$ cat src/rtl/vis_pkg.sv
package vis_pkg;
  localparam int NUM_SRC = 6;
  localparam int STAT_W  = 8;
  localparam int CTRL_EN = 4;
  localparam int DMA_EN  = 2;

  localparam int SRC_COLL  = 0;
  localparam int SRC_OVFL  = 1;
  localparam int SRC_LINE  = 2;
  localparam int SRC_STAB  = 3;
  localparam int SRC_VDMA  = 4;
  localparam int SRC_VBLK  = 5;

  // place the two register fields into status bit order
  function automatic logic [NUM_SRC-1:0] map_enables(
      input logic [CTRL_EN-1:0] ctl, input logic [DMA_EN-1:0] dma);
    logic [NUM_SRC-1:0] m;
    m           = '0;
    m[SRC_COLL] = ctl[0];
    m[SRC_OVFL] = ctl[1];
    m[SRC_LINE] = ctl[2];
    m[SRC_VBLK] = ctl[3];
    m[SRC_VDMA] = dma[0];
    m[SRC_STAB] = dma[1];
    return m;
  endfunction

  function automatic logic irq_reduce(
      input logic [NUM_SRC-1:0] pend, input logic [NUM_SRC-1:0] en);
    return |(pend & en);
  endfunction

  function automatic logic [STAT_W-1:0] pack_status(input logic [NUM_SRC-1:0] pend);
    logic [STAT_W-1:0] s;
    s = '0;
    s[NUM_SRC-1:0] = pend;
    return s;
  endfunction
endpackage

$ cat src/rtl/vis_enable_regs.sv
module vis_enable_regs
  import vis_pkg::*;
(
  input  logic               clk,
  input  logic               rst_n,
  input  logic               ctrl_we,
  input  logic [7:0]         ctrl_data,
  input  logic               dmactl_we,
  input  logic               dmactl_hi,
  input  logic [7:0]         dmactl_data,
  output logic [NUM_SRC-1:0] en_q,
  output logic [NUM_SRC-1:0] en_d
);
  logic [CTRL_EN-1:0] ctl_q, ctl_d;
  logic [DMA_EN-1:0]  dma_q, dma_d;
  logic               dma_take;

  assign dma_take = dmactl_we && !dmactl_hi;
  assign ctl_d    = ctrl_we  ? ctrl_data[CTRL_EN-1:0]  : ctl_q;
  assign dma_d    = dma_take ? dmactl_data[DMA_EN-1:0] : dma_q;

  always_ff @(posedge clk or negedge rst_n) begin
    if (!rst_n) begin
      ctl_q <= '0;
      dma_q <= '0;
    end else begin
      ctl_q <= ctl_d;
      dma_q <= dma_d;
    end
  end

  assign en_q = map_enables(ctl_q, dma_q);
  assign en_d = map_enables(ctl_d, dma_d);
endmodule

$ cat src/rtl/vis_pending_bank.sv
module vis_pending_bank
  import vis_pkg::*;
(
  input  logic               clk,
  input  logic               rst_n,
  input  logic [NUM_SRC-1:0] evt_i,
  input  logic [NUM_SRC-1:0] en_q,
  input  logic               clr_i,
  output logic [NUM_SRC-1:0] pend_q,
  output logic [NUM_SRC-1:0] pend_d
);
  for (genvar i = 0; i < NUM_SRC; i++) begin : g_flag
    logic hit;
    assign hit       = evt_i[i] && en_q[i];
    // an event wins over a clear in the same cycle
    assign pend_d[i] = hit || (pend_q[i] && !clr_i);
    always_ff @(posedge clk or negedge rst_n) begin
      if (!rst_n) pend_q[i] <= 1'b0;
      else        pend_q[i] <= pend_d[i];
    end
  end
endmodule

$ cat src/rtl/vis_irq_gen.sv
module vis_irq_gen
  import vis_pkg::*;
(
  input  logic               clk,
  input  logic               rst_n,
  input  logic [NUM_SRC-1:0] pend_d,
  input  logic [NUM_SRC-1:0] en_d,
  output logic               irq_o
);
  logic irq_d;
  assign irq_d = irq_reduce(pend_d, en_d);
  always_ff @(posedge clk or negedge rst_n) begin
    if (!rst_n) irq_o <= 1'b0;
    else        irq_o <= irq_d;
  end
endmodule

$ cat src/rtl/vis_irq_unit.sv
module vis_irq_unit
  import vis_pkg::*;
(
  input  logic         clk,
  input  logic         rst_n,
  input  logic [5:0]   evt_i,
  input  logic         ctrl_we,
  input  logic [7:0]   ctrl_data,
  input  logic         dmactl_we,
  input  logic         dmactl_hi,
  input  logic [7:0]   dmactl_data,
  input  logic         stat_rd,
  input  logic         stat_hi,
  output logic [7:0]   stat_data,
  output logic         irq_o
);
  logic [NUM_SRC-1:0] en_q, en_d, pend_q, pend_d;
  logic               rd_clear;

  assign rd_clear = stat_rd && !stat_hi;

  vis_enable_regs u_en (
    .clk, .rst_n, .ctrl_we, .ctrl_data, .dmactl_we, .dmactl_hi, .dmactl_data,
    .en_q, .en_d
  );

  vis_pending_bank u_pend (
    .clk, .rst_n, .evt_i, .en_q, .clr_i(rd_clear), .pend_q, .pend_d
  );

  vis_irq_gen u_irq (
    .clk, .rst_n, .pend_d, .en_d, .irq_o
  );

  assign stat_data = rd_clear ? pack_status(pend_q) : '0;
endmodule

$ cat config.mk
export PLATFORM = sky130hd
export DESIGN_NAME = vis_irq_unit
export DESIGN_NICKNAME = d
export VERILOG_FILES = /design/src/rtl/vis_pkg.sv /design/src/rtl/vis_enable_regs.sv /design/src/rtl/vis_pending_bank.sv /design/src/rtl/vis_irq_gen.sv /design/src/rtl/vis_irq_unit.sv
export SDC_FILE = /design/constraint.sdc
export NUM_CORES = 1
export LEC_CHECK = 0
export BUFFER_PORTS_ARGS = -buffer_cell sky130_fd_sc_hd__clkbuf_2
export CAP_MARGIN = 10
export CORE_MARGIN = 4
export CORE_UTILIZATION = 42
export DETAILED_ROUTE_END_ITERATION = 12
export PLACE_DENSITY_LB_ADDON = 0.15
export SLEW_MARGIN = 40
export SYNTH_ARGS = -nofsm -noshare
export SYNTH_HDL_FRONTEND = slang
export SYNTH_SLANG_ARGS = --single-unit
$ cat constraint.sdc
create_clock -name clk -period 2.27 [get_ports clk]
set_input_delay 0.3405 -clock clk [delete_from_list [all_inputs] [get_ports clk]]
set_output_delay 0.3405 -clock clk [all_outputs]
set_load 0.1 [all_outputs]
==> results.tsv <==
stage	metric	value	unit
synth	yosys-top-cells-area	dfrtp_1 (57%), a22o_1 (9.1%), mux2_2 (7.8%), and2_1 (6.5%), mux2_4 (5.2%)	
routing	ant_nets	0	
clock_tree	ctsHoldBuffers	1	
synth	ys_ff_latch	13	
clock_tree	clock-root-buffer	clkbuf_4	
cells_and_area	stdcell_count	85	
cells_and_area	fill_cells	110	
die	die_x	45.02	µm
critical_path	worstPathRequired	1930	ps
sta	layout_setup_ws	539.3	ps
synth	ys_warn_count	0	
routing	drt_iter0_markers	3	
synth	yosysUniqueCellTypes	13	
critical_path	critPathCaptureType	output pin	
placed_design	dp_slack	510.6	ps
cells_and_area	n_antenna_cell	0	
die	initial_core_util	44.23	%
sta	period_needed	1731	ps
die	ios	38	
routing	drcViolationCount	0	
global_routing	antenna_found_initial	0	
cells_and_area	post-route-util	57.21	%
pwr	ir_drop	377.4	µV
clock_tree	post_cts_resized	0	
placed_design	dpl.hpwl	879.4	µm
synth	synth.avg_cell_area	14.04	µm²
cells_and_area	nNetsFinal	100	
clock_tree	clockBufferDepth	2	
sta	setup_viol	0	
sta	period_share	76.24	%
sta	worst_pin_slew	540.1	ps
routing	firstDrtPassIters	4	
sta	slew_violations	0	
routing	wire_per_inst	12.80	µm
sta	skew	4.869	ps
clock_tree	clk_latency	270	ps
cells_and_area	final_common_cell	clkbuf_2	
pwr	p_leak	0.3819	nW
synth	synth.cell_area	575.6	µm²
job	maxCapViolCount	0	
die	core-area	0.001301	mm²
global_routing	grt_pass1_vias	400	
synth	postSynthCellCount	41	
global_routing	grt_usage	12.15	%
placed_design	portBuffers	25	
global_routing	grt_overflow	0	
clock_tree	clk_pin_slew	70	ps
cells_and_area	register_area	325.3	µm²
sta	fmax	577.8	MHz
synth	yosysTopAreaCell	dfrtp_1	
cells_and_area	drive_gt1_share	52.86	%
routing	vias	413	
placed_design	placedCellCount	80	
cells_and_area	multi_input_area	239.0	µm²
clock_tree	postCtsSetupRepairBufs	0	
synth	yosysSeqAreaShare	56.52	%
sta	setup-tns-final	0	ps
outcome	status	finished clean	
sta	finalHoldViolCount	0	
placed_design	place_congestion	0.6377	
sta	grt_setup_unrepaired	no	
critical_path	worst-endpoint-arrival	1390	ps
sta	slew_headroom	64.15	%
routing	drt-total-wl	1088	µm
routing	viasPerCell	4.859	
clock_tree	numCtsBuffers	3	
cells_and_area	stdcell_area	744.5	µm²
global_routing	grt_pass1_wl	1711	µm
critical_path	startpoint_type	primary input	
global_routing	grt_start_max_net_pins	14	
die	die_h	45.02	µm
clock_tree	h-tree-depth	1	
synth	synth_top_area_share	56.52	%
pwr	p_per_area	821.9	mW/mm²
clock_tree	cts_tree	yes	
min_path	hold_path.class	in2reg	
cells_and_area	area_delta_synth_final	29.35	%
placed_design	placed_cell_area	708.2	µm²
die	dieArea	0.002027	mm²
cells_and_area	final_cell_mix	clkbuf_2 (25), dfrtp_1 (13), a22o_1 (6), and2_1 (6), mux2_2 (4)	
clock_tree	clock_sinks	13	
critical_path	worstSetupPathType	in2out	
die	rows	13	
critical_path	cp_max_fo	6	
-- synthesized netlist by cell type --
| master | number |
|---|---|
| a22oi_2 | 1 |
| mux2_2 | 4 |
| nor2b_1 | 1 |
| a22oi_1 | 2 |
| nand3_1 | 1 |
| nand2b_4 | 1 |
| nor2b_4 | 1 |
| conb_1 | 1 |
| a22o_1 | 6 |
| and2_1 | 6 |
| buf_4 | 2 |
| dfrtp_1 | 13 |
| mux2_4 | 2 |
-- path summary, 6_finish.rpt --
kind / from / end / slack, ps / cells after the start
max: stat_rd / stat_data[3] / 540 / 4
min: dmactl_data[0] / u_en.dma_q[0] / 310 / 2
max reg2reg: u_en.ctl_q[0] / u_irq.irq_o / 1190 / 3
min reg2reg: u_pend.pend_q[2] / u_pend.pend_q[2] / 520 / 1
max in group asynchronous: rst_n / u_irq.irq_o / 1550 / 2
min in group asynchronous: rst_n / u_en.ctl_q[0] / 480 / 2
-- cell families (layout without fill, tap and decap cells) --
family | count (synthesis) | after routing | synth area share (%)
DFF | 13 | 13 | 56.52
and+or+nand+nor | 10 | 10 | 13.26
AOI/OAI and AO/OA | 9 | 9 | 13.91
muxes | 6 | 6 | 13.04
buffers and inverters | 2 | 30 | 2.608
other | 1 | 2 | 0.6515
-- registers in the layout (all words and copies together) (netlist names) --
name           cells
u_en.dma_q         2
u_irq.irq_o        1
u_en.ctl_q         4
u_pend.pend_q      6
-- power breakdown --
group / total [mW] / switching, mW / internal (mW) / leakage, nW
combinational: 0.195 / 0.135 / 0.0598 / 0.219
clock: 0.137 / 0.0693 / 0.0681 / 0.0150
sequential: 0.280 / 0.0155 / 0.264 / 0.148
total: 0.612 / 0.220 / 0.392 / 0.382
-- per-layer routing --
layer | vias up | global-route usage, % | routed length, µm
li1 | 203 | - | -
met1 | 184 | 16.37 | 450
met2 | 22 | 17.23 | 480
met3 | 4 | 2.390 | 133
met4 | 0 | 8.772 | 25
met5 | - | 0 | 0
-- critical path: stages --
cell and delay (ps):
clkbuf_2 110, nor2b_1 300, and2_1 180, clkbuf_2 450
-- per-stage QoR --
| step | power, mW | hold slack, ps |
|---|---|---|
| global route | 0.6402 | 314.1 |
| global placement | 0.4773 | 249.8 |
| CTS | 0.6171 | 308.6 |
| floorplan | 0.4362 | 44.91 |
| detailed placement | 0.4788 | 247.1 |
| finish | 0.6119 | 310.9 |
-- final cells by class --
type	count	share of cell area (%)
Sequential cell	13	43.70
Multi-Input combinational cell	27	32.10
Clock buffer	4	3.529
Timing Repair Buffer	26	18.15
Tap cell	15	2.521
Power figures use the tool's default switching activity.
